### config.mk
export PLATFORM = sky130hd
export DESIGN_NAME = nand_cycle_seq
export DESIGN_NICKNAME = d
export VERILOG_FILES = /design/src/rtl/nand_seq_pkg.sv /design/src/rtl/nand_phase_timer.sv /design/src/rtl/nand_rb_watch.sv /design/src/rtl/nand_pin_map.sv /design/src/rtl/nand_cycle_seq.sv
export SDC_FILE = /design/constraint.sdc
export NUM_CORES = 1
export LEC_CHECK = 0
export BUFFER_PORTS_ARGS = -buffer_cell sky130_fd_sc_hd__buf_2
export CAP_MARGIN = 20
export CORE_MARGIN = 2
export CORE_UTILIZATION = 50
export CTS_CLUSTER_DIAMETER = 50
export DETAILED_ROUTE_END_ITERATION = 10
export HOLD_SLACK_MARGIN = 0.02
export MAX_ROUTING_LAYER = met4
export PLACE_DENSITY = 0.87
export SYNTH_ARGS = -nofsm -noshare
export SYNTH_HDL_FRONTEND = slang
export SYNTH_SLANG_ARGS = --single-unit
### constraint.sdc
create_clock -name clk -period 4 [get_ports clk]
set_clock_uncertainty 0.1 [all_clocks]
set_input_delay 0.6 -clock clk [delete_from_list [all_inputs] [get_ports clk]]
set_output_delay 0.6 -clock clk [all_outputs]
set_load 0.1 [all_outputs]
### src/rtl/nand_seq_pkg.sv
package nand_seq_pkg;

    localparam int TIME_W  = 8;
    localparam int BT_W    = 16;
    localparam int UNIT_SH = 12;
    localparam int BYTE_W  = 8;

    typedef enum logic [1:0] {
        OP_WRITE = 2'd0,
        OP_READ  = 2'd1,
        OP_WAIT  = 2'd2
    } op_mode_e;

    typedef enum logic [1:0] {
        TG_DATA = 2'd0,
        TG_CMD  = 2'd1,
        TG_ADDR = 2'd2
    } tgt_e;

    typedef enum logic [2:0] {
        ST_IDLE  = 3'd0,
        ST_SETUP = 3'd1,
        ST_LOAD  = 3'd2,
        ST_LOW   = 3'd3,
        ST_HIGH  = 3'd4,
        ST_WAIT  = 3'd5
    } st_e;

    function automatic logic [TIME_W-1:0] at_least_one(input logic [TIME_W-1:0] v);
        return (v == '0) ? TIME_W'(1) : v;
    endfunction

    function automatic op_mode_e decode_mode(input logic [1:0] code);
        case (code)
            2'd0:    return OP_WRITE;
            2'd1:    return OP_READ;
            default: return OP_WAIT;
        endcase
    endfunction

    function automatic tgt_e decode_tgt(input logic [1:0] code);
        case (code)
            2'd1:    return TG_CMD;
            2'd2:    return TG_ADDR;
            default: return TG_DATA;
        endcase
    endfunction

endpackage

### src/rtl/nand_phase_timer.sv
module nand_phase_timer #(
    parameter int W = 8
) (
    input  logic         clk,
    input  logic         rst,
    input  logic         restart,
    input  logic [W-1:0] limit,
    output logic         last
);
    logic [W-1:0] cnt;

    always_ff @(posedge clk) begin
        if (rst || restart) cnt <= '0;
        else                cnt <= cnt + W'(1);
    end

    assign last = (cnt == limit - W'(1));

endmodule

### src/rtl/nand_rb_watch.sv
module nand_rb_watch #(
    parameter int UW = 16,
    parameter int SH = 12,
    localparam int CW = UW + SH
) (
    input  logic          clk,
    input  logic          rst,
    input  logic          arm,
    input  logic          active,
    input  logic          rb,
    input  logic [UW-1:0] units,
    output logic          hit,
    output logic          expired
);
    logic [CW-1:0] cnt;
    logic [UW-1:0] units_eff;
    logic [CW-1:0] lim;

    assign units_eff = (units == '0) ? UW'(1) : units;
    assign lim       = {units_eff, {SH{1'b0}}};

    always_ff @(posedge clk) begin
        if (rst || arm)  cnt <= '0;
        else if (active) cnt <= cnt + CW'(1);
    end

    assign hit     = active && rb;
    assign expired = active && !rb && (cnt == lim - CW'(1));

    p_wait_below_limit_r8: assert property (@(posedge clk) disable iff (rst)
        active |-> (cnt < lim));

endmodule

### src/rtl/nand_pin_map.sv
module nand_pin_map
    import nand_seq_pkg::*;
#(
    parameter int NCS = 4,
    localparam int CS_W = $clog2(NCS)
) (
    input  st_e             state,
    input  tgt_e            tgt,
    input  op_mode_e        mode,
    input  logic            ce_on,
    input  logic [CS_W-1:0] cs,
    output logic [NCS-1:0]  ce_n,
    output logic            cle,
    output logic            ale,
    output logic            we_n,
    output logic            re_n,
    output logic            dq_oe
);
    logic xfer;
    logic strobe_phase;

    assign xfer = (state == ST_SETUP) || (state == ST_LOAD) ||
                  (state == ST_LOW)   || (state == ST_HIGH);
    assign strobe_phase = (state == ST_LOW);

    genvar i;
    generate
        for (i = 0; i < NCS; i++) begin : g_ce
            assign ce_n[i] = !(ce_on && (cs == CS_W'(i)));
        end
    endgenerate

    assign cle   = xfer && (tgt == TG_CMD);
    assign ale   = xfer && (tgt == TG_ADDR);
    assign we_n  = !(strobe_phase && (mode == OP_WRITE));
    assign re_n  = !(strobe_phase && (mode == OP_READ));
    assign dq_oe = (mode == OP_WRITE) && ((state == ST_LOW) || (state == ST_HIGH));

endmodule

### src/rtl/nand_cycle_seq.sv
module nand_cycle_seq
    import nand_seq_pkg::*;
#(
    parameter int NCS   = 4,
    parameter int CNT_W = 16,
    localparam int CS_W = $clog2(NCS)
) (
    input  logic              clk,
    input  logic              rst,
    input  logic              cmd_start,
    input  logic [1:0]        cmd_mode,
    input  logic [1:0]        cmd_target,
    input  logic [CS_W-1:0]   cmd_cs,
    input  logic              cmd_incr,
    input  logic              cmd_lock,
    input  logic [CNT_W-1:0]  cmd_count,
    input  logic [TIME_W-1:0] tm_addr_setup,
    input  logic [TIME_W-1:0] tm_data_setup,
    input  logic [TIME_W-1:0] tm_data_hold,
    input  logic [BT_W-1:0]   tm_busy_units,
    input  logic [BYTE_W-1:0] in_data,
    input  logic              in_valid,
    output logic              in_ready,
    output logic [BYTE_W-1:0] out_data,
    output logic              out_valid,
    output logic [NCS-1:0]    nand_ce_n,
    output logic              nand_cle,
    output logic              nand_ale,
    output logic              nand_we_n,
    output logic              nand_re_n,
    output logic [BYTE_W-1:0] nand_dq_out,
    output logic              nand_dq_oe,
    input  logic [BYTE_W-1:0] nand_dq_in,
    input  logic              nand_rb,
    output logic              busy,
    output logic              done,
    output logic              timeout
);
    st_e               state, state_n;
    op_mode_e          mode_r;
    tgt_e              tgt_r;
    logic              incr_r, lock_r, ce_on;
    logic [CS_W-1:0]   cs_r;
    logic [CNT_W-1:0]  remain;
    logic [BYTE_W-1:0] wbyte;

    logic              take_cmd, zero_start, finish, expire_now;
    logic              phase_last, rb_hit, rb_expired, accept, is_write, more_bytes;
    logic [TIME_W-1:0] phase_lim;

    assign take_cmd   = (state == ST_IDLE) && cmd_start;
    assign zero_start = take_cmd && (decode_mode(cmd_mode) != OP_WAIT) && (cmd_count == '0);
    assign is_write   = (mode_r == OP_WRITE);
    assign more_bytes = (remain != CNT_W'(1));

    always_comb begin
        case (state)
            ST_SETUP: phase_lim = at_least_one(tm_addr_setup);
            ST_LOW:   phase_lim = at_least_one(tm_data_setup);
            default:  phase_lim = at_least_one(tm_data_hold);
        endcase
    end

    nand_phase_timer #(.W(TIME_W)) u_timer (
        .clk     (clk),
        .rst     (rst),
        .restart (state_n != state),
        .limit   (phase_lim),
        .last    (phase_last)
    );

    nand_rb_watch #(.UW(BT_W), .SH(UNIT_SH)) u_rbw (
        .clk     (clk),
        .rst     (rst),
        .arm     (take_cmd),
        .active  (state == ST_WAIT),
        .rb      (nand_rb),
        .units   (tm_busy_units),
        .hit     (rb_hit),
        .expired (rb_expired)
    );

    always_comb begin
        in_ready = 1'b0;
        if (is_write) begin
            case (state)
                ST_SETUP: in_ready = phase_last;
                ST_LOAD:  in_ready = 1'b1;
                ST_HIGH:  in_ready = phase_last && more_bytes;
                default:  in_ready = 1'b0;
            endcase
        end
    end
    assign accept = in_ready && in_valid;

    always_comb begin
        state_n    = state;
        finish     = 1'b0;
        expire_now = 1'b0;
        case (state)
            ST_IDLE: begin
                if (cmd_start) begin
                    if (decode_mode(cmd_mode) == OP_WAIT) state_n = ST_WAIT;
                    else if (cmd_count != '0)             state_n = ST_SETUP;
                end
            end
            ST_SETUP: begin
                if (phase_last) state_n = (is_write && !in_valid) ? ST_LOAD : ST_LOW;
            end
            ST_LOAD: begin
                if (in_valid) state_n = ST_LOW;
            end
            ST_LOW: begin
                if (phase_last) state_n = ST_HIGH;
            end
            ST_HIGH: begin
                if (phase_last) begin
                    if (!more_bytes) begin
                        state_n = ST_IDLE;
                        finish  = 1'b1;
                    end else begin
                        state_n = (is_write && !in_valid) ? ST_LOAD : ST_LOW;
                    end
                end
            end
            ST_WAIT: begin
                if (rb_hit || rb_expired) begin
                    state_n    = ST_IDLE;
                    finish     = 1'b1;
                    expire_now = !rb_hit;
                end
            end
            default: state_n = ST_IDLE;
        endcase
    end

    always_ff @(posedge clk) begin
        if (rst) begin
            state     <= ST_IDLE;
            mode_r    <= OP_WRITE;
            tgt_r     <= TG_DATA;
            incr_r    <= 1'b0;
            lock_r    <= 1'b0;
            cs_r      <= '0;
            ce_on     <= 1'b0;
            remain    <= '0;
            wbyte     <= '0;
            out_data  <= '0;
            out_valid <= 1'b0;
            done      <= 1'b0;
            timeout   <= 1'b0;
        end else begin
            state     <= state_n;
            done      <= finish || zero_start;
            timeout   <= expire_now;
            out_valid <= 1'b0;
            if (take_cmd) begin
                mode_r <= decode_mode(cmd_mode);
                tgt_r  <= decode_tgt(cmd_target);
                incr_r <= cmd_incr;
                lock_r <= cmd_lock;
                cs_r   <= cmd_cs;
                remain <= cmd_count;
                ce_on  <= zero_start ? cmd_lock : 1'b1;
            end
            if (accept) wbyte <= in_data;
            if ((state == ST_LOW) && phase_last && (mode_r == OP_READ)) begin
                out_data  <= nand_dq_in;
                out_valid <= 1'b1;
            end
            if ((state == ST_HIGH) && phase_last && more_bytes) begin
                remain <= remain - CNT_W'(1);
                if ((tgt_r == TG_CMD) && incr_r) tgt_r <= TG_ADDR;
            end
            if (finish) ce_on <= lock_r;
        end
    end

    nand_pin_map #(.NCS(NCS)) u_pins (
        .state (state),
        .tgt   (tgt_r),
        .mode  (mode_r),
        .ce_on (ce_on),
        .cs    (cs_r),
        .ce_n  (nand_ce_n),
        .cle   (nand_cle),
        .ale   (nand_ale),
        .we_n  (nand_we_n),
        .re_n  (nand_re_n),
        .dq_oe (nand_dq_oe)
    );

    assign nand_dq_out = wbyte;
    assign busy        = (state != ST_IDLE);

    p_strobes_excl_r2: assert property (@(posedge clk) disable iff (rst)
        !(!nand_we_n && !nand_re_n));
    p_low_stable_r2: assert property (@(posedge clk) disable iff (rst)
        (!nand_we_n && !$past(nand_we_n)) |->
            ($stable(nand_dq_out) && $stable(nand_cle) && $stable(nand_ale)));
    p_cle_ale_excl_r4: assert property (@(posedge clk) disable iff (rst)
        !(nand_cle && nand_ale));
    p_valid_on_re_rise_r5: assert property (@(posedge clk) disable iff (rst)
        out_valid |-> (nand_re_n && !$past(nand_re_n)));
    p_wait_quiet_r7: assert property (@(posedge clk) disable iff (rst)
        (state == ST_WAIT) |-> (nand_we_n && nand_re_n && !nand_cle && !nand_ale));
    p_tmo_with_done_r8: assert property (@(posedge clk) disable iff (rst)
        timeout |-> done);
    p_done_not_busy_r9: assert property (@(posedge clk) disable iff (rst)
        done |-> !busy);
    p_ce_onehot_r10: assert property (@(posedge clk) disable iff (rst)
        $onehot0(~nand_ce_n));
    p_strobe_needs_ce_r10: assert property (@(posedge clk) disable iff (rst)
        (!nand_we_n || !nand_re_n) |-> ($countones(~nand_ce_n) == 1));

endmodule

**Word-level counts from Yosys, hierarchy flattened**

Index checks and enable logic that the tools add are counted.

- Register bits after elaboration: 83
- Bits of input ports: 85
- Output and inout bits: 30
- Logic and storage cells: 131

- Add/sub/neg operators: 5
- Equal/unequal tests: 20
- Muxes and demuxes: 35
- Bitwise gates (word level): 2
- Reduce and logical (&&, ||, !) cells: 54

Operator list:

| operator | count |
|---|---|
| 2-to-1 mux 16 bit | 3 |
| zero test 16 bit | 2 |
| adder 28 x 1 -> 28 bit (second input constant) | 1 |
| == test 28 bit | 1 |
| subtractor 28 x 1 -> 28 bit (second input constant) | 1 |
| zero test 8 bit | 3 |
| 2-to-1 mux 3 bit | 8 |
| 2-to-1 mux 8 bit | 3 |
| logical AND 1 bit | 23 |
| case mux 3 bit (6 select lines) | 1 |
| != test 16 x 1 -> 1 bit (second input constant) | 1 |
| case mux 8 bit (2 select lines) | 1 |
| nonzero test 16 bit | 1 |
| subtractor 16 x 1 -> 16 bit (second input constant) | 1 |
| 2-to-1 mux 2 bit | 6 |
| == test 2 x 1 -> 1 bit (second input constant) | 5 |
| == test 2 bit (second input constant) | 5 |
| zero test 1 bit | 9 |
| 2-to-1 mux 1 bit | 9 |
| adder 8 x 1 -> 8 bit (second input constant) | 1 |
| == test 8 bit | 1 |
| logical OR 1 bit | 8 |
| case mux 2 bit (2 select lines) | 2 |
| subtractor 8 x 1 -> 8 bit (second input constant) | 1 |
| other kinds (13) | 19 |

**Longest topological paths before layout**

Gate-level depths: netlist of run 1.

- Depth in word-level cells: 10
- Gate-level depth with buffers: 17
- Depth with buffers taken out: 14

**Modules after synthesis**

From an unflattened synthesis of run 1, not the netlist that was laid out.

- Cell total of the unflattened synthesis: 624
- Area, all modules: 5,002.3 um^2

Modules (own cells, without submodules):

| module | times used | cells each | area an instance (um^2) |
|---|---|---|---|
| nand_cycle_seq | 1 | 317 | 2,581.2 |
| nand_rb_watch | 1 | 227 | 1,767.9 |
| nand_phase_timer | 1 | 67 | 550.5 |
| nand_pin_map | 1 | 13 | 102.6 |

**Worst setup path before layout of run 1**

OpenSTA, ideal clock, no wires.

- Path type: input -> output
- Start: input tm_data_setup[1]
- End: output in_ready
- Data arrival time: 4,240 ps
- Data required time: 3,300 ps
- Slack: -940 ps
- Cell stages on the path: 13
- Buffers on the path: 2
- Path through: nor4_1 -> a211oi_1 -> or3_1 -> buf_2 -> ha_1 -> nor4bb_1 -> or3_1 -> a21oi_1 -> o311a_2 -> nand4_4 -> nor4_4 -> clkbuf_1 -> o31a_1

- Word-level cells in the longest chain between the ends: 8

Ends and longest elaborated chain:

| what | RTL line | text |
|---|---|---|
| from (decl) | nand_cycle_seq.sv:18 | `input logic [TIME_W-1:0] tm_data_setup,` |
| zero test 8 bit | nand_seq_pkg.sv:30 | `return (v == '0) ? TIME_W'(1) : v;` |
| 2-to-1 mux 8 bit (*) | nand_seq_pkg.sv:30 |  |
| case mux 8 bit (2 select lines) (*) | nand_cycle_seq.sv:57 | `case (state)` |
| subtractor 8 x 1 -> 8 bit (*) | nand_phase_timer.sv:17 | `assign last = (cnt == limit - W'(1));` |
| == test 8 bit (*) | nand_phase_timer.sv:17 |  |
| logical AND 1 bit | nand_cycle_seq.sv:89 | `ST_HIGH: in_ready = phase_last && more_bytes;` |
| case mux 1 bit (3 select lines) (*) | nand_cycle_seq.sv:86 | `case (state)` |
| 2-to-1 mux 1 bit (*) | nand_cycle_seq.sv:85 | `if (is_write) begin` |
| to (decl) | nand_cycle_seq.sv:23 | `output logic in_ready,` |

Every way passes the cells marked *; elsewhere a longest branch is shown, timed or not.

**Worst setup path in the final report of run 1**

- Start: register state[2]
- End: output in_ready

- Word-level cells in the longest chain between the ends: 7

Ends and longest elaborated chain:

| what | RTL line | text |
|---|---|---|
| from (decl) | nand_cycle_seq.sv:39 | `st_e state, state_n;` |
| from (signal assigned) | nand_cycle_seq.sv:153 | `state <= state_n;` |
| == test 3 x 2 -> 1 bit / == test 3 x 1 -> 1 bit (equally long branches) | nand_cycle_seq.sv:57, nand_cycle_seq.sv:86 |  |
| case mux 8 bit (2 select lines) | nand_cycle_seq.sv:57 |  |
| subtractor 8 x 1 -> 8 bit | nand_phase_timer.sv:17 |  |
| == test 8 bit | nand_phase_timer.sv:17 |  |
| logical AND 1 bit | nand_cycle_seq.sv:89 |  |
| case mux 1 bit (3 select lines) (*) | nand_cycle_seq.sv:86 |  |
| 2-to-1 mux 1 bit (*) | nand_cycle_seq.sv:85 |  |

Marked as above.

==> flow_summary.ini, run 1 <==
[yosys]
synthSimpleGateAreaFrac_pct = 29.77
yosys.area_share.adder_pct = 1.443
synth_top_family_by_area = simple AND/OR/NAND/NOR gates
synth_xor_area_share_pct = 11.23
synth_top_cell_by_area = dfxtp_1
synth_area_leaders = dfxtp_1, nor2_1, xor2_1
synthArstFlopShare_pct = 0
ys_types = 80
synth_top_area_share_pct = 31.94
synth_edf_count = 0
muxShareOfSynthArea_pct = 6.229
syn_inst = 623
syn_nets = 714
syn_area_per_cell_sq_um = 8.351
yosysWarnings = 0
ys_ff_latch = 83
ys_seq_area_share_pct = 31.94
syn-cell-area_sq_um = 5202
ys.flop_type = dfxtp_1
synth_compound_area_share_pct = 15.46

[critical_path]
crit_chain = nand2b_1 -> buf_4 -> nor2_1 -> a21oi_2 -> ha_4 -> buf_4 -> nor3b_1 -> xor2_1 -> nor2_2 -> o311a_4 -> nand4_4 -> nor4_2 -> buf_4 -> o31a_4 -> buf_12
crit_family = compound AO/OA/AOI/OAI gates
critical_path_class = flip-flop to primary output
arrival_ns = 3.50
start_kind = flip-flop
crit_slowest_cell = dfxtp_1
cp_common_cell = buf_4
critPathMaxStageDelay_ns = 0.38
path_buf_inv = 4
worstPathRequired_ns = 3.30
critPathCaptureType = primary output
crit_fanout = 6

[timing]
fin_ws_ns = -0.1959
worst_slew_pin_slew_ns = 0.9953
relSlewSlack_pct = 33.65
setup_viol = 9
final.setup.tns_ns = -1.161
max_clock_freq_mhz = 238.3
period_share_pct = 104.9
final.min_clock_period_ns = 4.196
timing.hold.ws_ns = 0.3551
slew_viol_final = 0
grt_setup_unrepaired = yes
hold_viol_final = 0

[die]
num_rows = 37
die_w_um = 106.0
core_area_sq_um = 10230
die_area_sq_um = 11240
die_height_um = 106.0
io_pins = 115
start_util_pct = 50.85

[detailed_routing]
drc = 0
via_per_inst = 5.838
drtAntennaViolNets = 0
dr.pass1.iters = 5
drt_iter0_markers = 366
wl_per_cell_um = 16.17
vias = 5266
wl_mm = 14.58

[pwr]
swShare_pct = 33.47
p_clk_share_pct = 29.4
p_int_mw = 1.257
power.total_mw = 1.889
p_leak_nw = 2.521
pwr-share-comb_pct = 24.6
peakVddDrop_mv = 0.2046
pwr-share-seq_pct = 46.0
power_switching_mw = 0.6322
power_density_nw_per_um2 = 287.3

[place]
io_buffers = 114
gp_congestion = 0.9414
dp_hpwl_mm = 10.26
dpl_worst_slack_ns = -0.3080

[cts]
ctsLongestPathBuffers = 2
clk_latency_ns = 0.36
clkSlewWorstSetupHoldPaths_ns = 0.09
cts_sinks = 83
root_buffer = clkbuf_8
cts_tree = done
numCtsBuffers = 9
cts_max_level = 3

[min_path]
hold_path_class = flip-flop to flip-flop

[grt]
grt_start_max_net_pins = 58
antenna_found_initial = 0
grt_pass1_wl_mm = 22.76
grt_use_total_pct = 25.11
grt_pass1_vias = 5157
grt-ovfl-total = 0

[layout]
drive_gt1_share_pct = 31.46
syn_to_final_growth_pct = 26.38
layout.nets = 852
antenna_cells = 0
fillCellCount = 825
finish.utilization_pct = 64.27

[run]
drv_cap = 0

[status]
violations = negative setup slack
status = finished with violations
routing by layer:
layer | GRT usage (%) | wire, um | part of all wire (%) | vias to the layer above
met5 | - | 0 | 0 | -
met4 | 9.868 | 415 | 2.8 | 0
met3 | 3.495 | 883 | 6.1 | 45
met2 | 44.06 | 7399 | 51 | 228
met1 | 29.06 | 5886 | 40 | 2475
li1 | - | - | - | 2518
tightest hold or removal path: stages, from the launching register on:
cell and delay [ns]:
dfxtp_1 0.31, nand2_1 0.05, a21oi_1 0.05
final timing paths:
check | slack, ns | endpoint | depth (start not counted) | startpoint
min reg2reg | 0.36 | lock_r | 2 | lock_r
max reg2reg | -0.15 | u_timer.cnt[4] | 16 | state[2]
min | 0.36 | lock_r | 2 | lock_r
max | -0.20 | in_ready | 15 | state[2]
what timing repair did:
item	CTS	global route
pin swaps	13	17
buffers inserted	1	4
gates cloned	0	0
endpoints found under the setup margin	1	41
hold buffers	0	0
resized for setup	17	26
cell families (layout without fill, tap and decap cells):
logic type	Yosys count	after routing
buffers and inverters	42	185
flip-flops	83	83
AND/OR/NAND/NOR	283	283
multiplexers	28	28
adder cells (fa/ha/maj)	6	6
XOR/XNOR	65	65
AO/OA/AOI/OAI	116	116
per-stage QoR:
| stage | instance area [sq um] | cells |
|---|---|---|
| 2_1_floorplan | 5233 | 623 |
| 3_3_place_gp | 6126 | 881 |
| 3_5_place_dp | 6126 | 881 |
| 4_1_cts | 6400 | 898 |
| 5_1_grt | 6575 | 902 |
| 6_report | 6575 | 902 |
synthesized netlist by cell type, types with 4 or more instances:
cell type  number
or3_1          10
nor2_1         78
nand4_1         9
nand3_1        23
nand3b_1        5
o21ai_0        21
a211oi_1       12
xnor2_1        31
nor3_1         24
o31ai_1         4
ha_1            6
nor3_2          4
mux2i_1        19
a21oi_1        35
and2_1          8
a32oi_1         5
mux2_2          4
nor4_1         13
clkbuf_1       19
inv_1          12
dfxtp_1        83
a22oi_1         5
xor2_1         32
a31oi_1         6
and3_1         11
nor3b_1         8
nand2b_1        4
nand2_1        55
cells in the final DEF (no fill, tap or decap), types with 9 or more instances in the layout:
cell / synthesis / routed
nand4_1: 9 / 9
dfxtp_1: 83 / 82
nor2_1: 78 / 76
a211oi_2: 1 / 10
nor3_1: 24 / 23
nor4_1: 13 / 9
buf_4: 1 / 39
buf_2: 2 / 110
and3_1: 11 / 11
a21oi_1: 35 / 33
clkbuf_8: 0 / 9
nand3_1: 23 / 23
inv_1: 12 / 12
xor2_1: 32 / 32
nand2_1: 55 / 55
o21ai_0: 21 / 19
mux2i_1: 19 / 19
xnor2_1: 31 / 31
power groups by stage:
| stage | Clock [mW] | Combinational (mW) | Sequential [mW] |
|---|---|---|---|
| floorplan | 0 | 0.276 | 0.883 |
| global placement | 0 | 0.399 | 0.886 |
| detailed placement | 0 | 0.413 | 0.887 |
| CTS | 0.563 | 0.426 | 0.868 |
| global route | 0.594 | 0.500 | 0.872 |
| finish | 0.555 | 0.465 | 0.869 |
flip-flops by register name (all words and copies together), names as in the netlist, 3 cells and up:
signal / flops
u_rbw.cnt: 28
remain: 16
nand_dq_out: 8
out_data: 8
u_timer.cnt: 8
state: 3
area by class of cell:
cell class                      instances  area [sq um]  share of cell area (%)
Inverter                               12         45.04                  0.6851
Clock inverter                          6         48.80                  0.7421
Clock buffer                           10         127.6                   1.941
Timing Repair Buffer                  157         967.2                   14.71
Tap cell                              136         170.2                   2.588
Sequential cell                        83          1663                   25.29
Multi-Input combinational cell        498          3553                   54.04
(Power assumes the default switching activity.)
==> run 2: changes to the inputs <==
--- a/constraint.sdc
+++ b/constraint.sdc
@@ -4,2 +4,2 @@
 set_output_delay 0.6 -clock clk [all_outputs]
-set_load 0.1 [all_outputs]
+set_load 0.005 [all_outputs]
==> flow_summary.ini, run 2 (synthesized netlist as in run 1, its figures left out) <==
[timing]
period_share_pct = 102.3
grt_setup_unrepaired = yes
worst_slew_pin_slew_ns = 1.015
final.min_clock_period_ns = 4.091
max_clock_freq_mhz = 244.4
hold_viol_final = 0
relSlewSlack_pct = 32.34
fin_ws_ns = -0.09134
slew_viol_final = 0
timing.hold.ws_ns = 0.3603
setup_viol = 1

[critical_path]
cp_common_cell = buf_2
crit_slowest_cell = or3_4
crit_chain = buf_2 -> nor3_1 -> a211oi_2 -> or3_4 -> ha_4 -> nor4bb_4 -> or3_1 -> a21oi_2 -> o311a_4 -> nand4_4 -> buf_6 -> nor4_4 -> o31a_1 -> buf_2
critPathCaptureType = primary output
crit_fanout = 3
start_kind = input pin
critPathMaxStageDelay_ns = 0.42
worstPathRequired_ns = 3.30
critical_path_class = input pin to primary output
arrival_ns = 3.39

[cts]
cts_sinks = 83
ctsLongestPathBuffers = 2
root_buffer = clkbuf_8
cts_tree = done
clk_latency_ns = 0.36
clkSlewWorstSetupHoldPaths_ns = 0.09
cts_max_level = 3
numCtsBuffers = 9

[status]
status = finished with violations
violations = negative setup slack

[die]
num_rows = 37
die_area_sq_um = 11240
io_pins = 115
die_height_um = 106.0
core_area_sq_um = 10230
die_w_um = 106.0
start_util_pct = 50.85

[pwr]
pwr-share-seq_pct = 45.3
swShare_pct = 31.29
p_clk_share_pct = 32.9
p_leak_nw = 2.535
pwr-share-comb_pct = 21.8
power_switching_mw = 0.6008
p_int_mw = 1.319
peakVddDrop_mv = 0.1970
power_density_nw_per_um2 = 292.4

[detailed_routing]
dr.pass1.iters = 5
drt_iter0_markers = 381
vias = 5187
wl_mm = 14.12
drc = 0
wl_per_cell_um = 15.66
via_per_inst = 5.751
drtAntennaViolNets = 0

[place]
gp_congestion = 0.9378
dp_hpwl_mm = 10.28
dpl_worst_slack_ns = -0.2757
placedCellCount = 881
io_buffers = 114

[layout]
stdcell_count = 902
layout.nets = 851
fillCellCount = 835
largest_register = u_rbw.cnt
final_cell_mix = buf_2, dfxtp_1, nor2_1
syn_to_final_growth_pct = 26.21
layout_commonest_cell = buf_2
drive_gt1_share_pct = 31.11
reg_top3 = u_rbw.cnt: 28 flops, remain: 16 flops
largest_reg_flops = 28

[run]
drv_cap = 0

[grt]
antenna_found_initial = 1
grt_start_max_net_pins = 58
grt_use_total_pct = 24.67
grt_pass1_wl_mm = 22.31
grt-ovfl-total = 0
grt_pass1_vias = 4968

[min_path]
hold_path_class = flip-flop to flip-flop
run 2: critical path, delay by kind of cell:
family	cells	cell delay (ns)
and+or+nand+nor	6	1.52
AOI/OAI and AO/OA	4	0.68
buffers and inverters	3	0.40
adders and majority gates	1	0.18
run 2: area by class of cell:
type	count	area, sq um	area share [%]
Sequential cell	83	1663	25.32
Inverter	12	45.04	0.6860
Clock inverter	7	80.08	1.220
Timing Repair Buffer	156	937.1	14.27
Multi-Input combinational cell	498	3545	53.98
Antenna cell	1	2.502	0.03811
Tap cell	136	170.2	2.591
Clock buffer	9	123.9	1.886
run 2: timing repair:
item	CTS	global route
endpoints found under the setup margin	1	38
hold buffers	0	0
pin swaps	4	15
setup buffers	1	3
endpoints found under the hold margin	0	0
resized for setup	5	34
run 2: worst paths after layout:
path	from	endpoint	slack [ns]	cells past startpoint
worst max-delay path	tm_data_setup[4]	in_ready	-0.09	14
worst min-delay path	lock_r	lock_r	0.36	2
worst max register to register	state[0]	u_timer.cnt[5]	0.14	15
worst min register to register	lock_r	lock_r	0.36	2
run 2: power groups by stage:
stage | clock, mW | combinational, mW | sequential [mW]
final | 0.631 | 0.420 | 0.870
after CTS | 0.638 | 0.384 | 0.869
after floorplan | 0 | 0.244 | 0.881
after global placement | 0 | 0.365 | 0.886
after detailed placement | 0 | 0.379 | 0.888
after global routing | 0.672 | 0.457 | 0.873
run 2: layer usage:
| layer | GRT usage [%] | vias up | share of wire (%) |
|---|---|---|---|
| met1 | 29.95 | 2432 | 43 |
| li1 | - | 2510 | - |
| met2 | 41.84 | 218 | 49 |
| met3 | 5.028 | 27 | 6.2 |
| met5 | - | - | 0 |
| met4 | 6.673 | 0 | 1.7 |
run 2: metrics by stage:
stage / area (sq um) / power, mW / setup TNS, ns / util, %
after floorplan: 5230 / 1.125 / -0.04102 / -
after global placement: 6108 / 1.251 / -1.532 / 59.70
after detailed placement: 6108 / 1.267 / -7.305 / 59.70
after CTS: 6341 / 1.890 / -0.1097 / 61.98
after global routing: 6566 / 2.003 / -1.056 / 64.18
final: 6566 / 1.920 / -0.09134 / 64.18
==> run 3: changes to the inputs <==
Settings changed: BUFFER_PORTS_ARGS -buffer_cell sky130_fd_sc_hd__buf_2 to -buffer_cell sky130_fd_sc_hd__buf_4.
==> flow_summary.ini, run 3 (synthesized netlist as in run 1, its figures left out) <==
[critical_path]
arrival_ns = 3.38
critical_path_class = input pin to primary output
crit_family = simple AND/OR/NAND/NOR gates
critPathCaptureType = primary output
crit_slowest_cell = or3_4
crit_fanout = 3
crit_chain = buf_4 -> nor4_4 -> a2111oi_1 -> or3_4 -> ha_4 -> nor4bb_4 -> or3_1 -> a21oi_2 -> o311a_4 -> nand4_4 -> buf_6 -> nor4_4 -> o31a_1 -> buf_6
critPathMaxStageDelay_ns = 0.40
worstPathRequired_ns = 3.30
path_buf_inv = 3
start_kind = input pin

[layout]
antenna_cells = 0
largest_reg_flops = 28
syn_to_final_growth_pct = 29.68
drive_gt1_share_pct = 29.66
stdcell_count = 898
reg_top3 = u_rbw.cnt: 28 flops, remain: 16 flops
finish.utilization_pct = 65.94
final_cell_mix = buf_4, dfxtp_1, nor2_1
layout_commonest_cell = buf_4
layout.nets = 848
largest_register = u_rbw.cnt

[grt]
grt_pass1_wl_mm = 23.29
grt_use_total_pct = 25.34
grt_start_max_net_pins = 58
grt-ovfl-total = 0
grt_pass1_vias = 5139
antenna_found_initial = 0

[die]
io_pins = 115
core_area_sq_um = 10230
start_util_pct = 50.85
die_area_sq_um = 11240
die_height_um = 106.0
num_rows = 37
die_w_um = 106.0

[pwr]
power_density_nw_per_um2 = 275.5
peakVddDrop_mv = 0.2234
power.total_mw = 1.859
p_leak_nw = 2.570

[timing]
worst_slew_pin_slew_ns = 0.9905
timing.hold.ws_ns = 0.3601
fin_ws_ns = -0.08205
relSlewSlack_pct = 33.96
hold_viol_final = 0
grt_setup_unrepaired = yes
setup_viol = 2
slew_viol_final = 0
period_share_pct = 102.1
final.min_clock_period_ns = 4.082
max_clock_freq_mhz = 245.0

[detailed_routing]
dr.pass1.iters = 5
wl_per_cell_um = 15.80
drt_iter0_markers = 374
drc = 0
drtAntennaViolNets = 0
wl_mm = 14.19
vias = 5200
via_per_inst = 5.791

[cts]
clk_latency_ns = 0.35
cts_tree = done
clkSlewWorstSetupHoldPaths_ns = 0.08
ctsLongestPathBuffers = 2
cts_sinks = 83
cts_max_level = 3
root_buffer = clkbuf_8
numCtsBuffers = 9

[place]
dp_hpwl_mm = 10.51
io_buffers = 114
placedCellCount = 879
gp_congestion = 0.9358
dpl_worst_slack_ns = -0.2824

[run]
drv_cap = 0

[status]
violations = negative setup slack
status = finished with violations

[min_path]
hold_path_class = flip-flop to flip-flop
## run 3: changes by cell type in the layout (fill, tap and decap cells not counted), sizes merged
cell	change
inv	-2
diode	-1
buf	-3
bufinv	-1
clkbuf	+1
clkinvlp	+2
## run 3: cell type report
| type | count | area [sq um] |
|---|---|---|
| tap | 136 | 170.2 |
| clock inverter | 6 | 48.80 |
| inverter | 12 | 45.04 |
| sequential | 83 | 1663 |
| clock buffer | 10 | 127.6 |
| timing repair buffer | 153 | 1189 |
| fill | 849 | 3485 |
| multi-input combinational | 498 | 3503 |
## run 3: path summary, 6_finish.rpt
path / cells past startpoint / slack, ns / start / to
setup / recovery: 14 / -0.08 / tm_addr_setup[1] / in_ready
hold / removal: 2 / 0.36 / lock_r / lock_r
setup reg to reg: 15 / 0 / state[0] / u_timer.cnt[1]
hold reg to reg: 2 / 0.36 / lock_r / lock_r
## run 3: report_power, final
group	total, mW	internal [mW]	leakage (nW)	switching, mW
Clock	0.552	0.231	0.0795	0.321
Sequential	0.869	0.847	0.673	0.0217
Combinational	0.438	0.195	1.82	0.243
Total	1.86	1.27	2.57	0.585
## run 3: worst register-to-register path, cell delays in order, from the launching register on
cell      delay, ns
dfxtp_1        0.38
nor2b_1        0.27
a211oi_2       0.07
or3_4          0.41
ha_4           0.17
nor4bb_4       0.14
or3_1          0.38
a21oi_2        0.21
o311a_4        0.20
nand4_4        0.14
buf_6          0.16
buf_4          0.13
nor3_4         0.14
a31oi_2        0.17
or4_4          0.52
a211oi_1       0.31
## run 3: per-stage QoR
step                      instance area, sq um  TNS (ns)
after floorplan                           5230  -0.04102
after global placement                    6379    -2.233
after detailed placement                  6379    -9.372
after CTS                                 6595  -0.08547
after global routing                      6746    -1.697
final                                     6746   -0.1285
## run 3: metal layers
metal | vias to the layer above | part of all wire (%) | global-route usage (%)
met1 | 2441 | 42 | 30.98
met4 | 0 | 1.8 | 6.579
li1 | 2511 | - | -
met3 | 30 | 6.8 | 4.231
met2 | 218 | 49 | 43.59
met5 | - | 0 | -
## run 3: timing repair
item                       4_1_cts  5_1_grt
gates resized for setup          7       21
hold buffers                     0        0
pin swaps                        1       12
setup buffers                    1        2
setup endpoints to repair        1       24
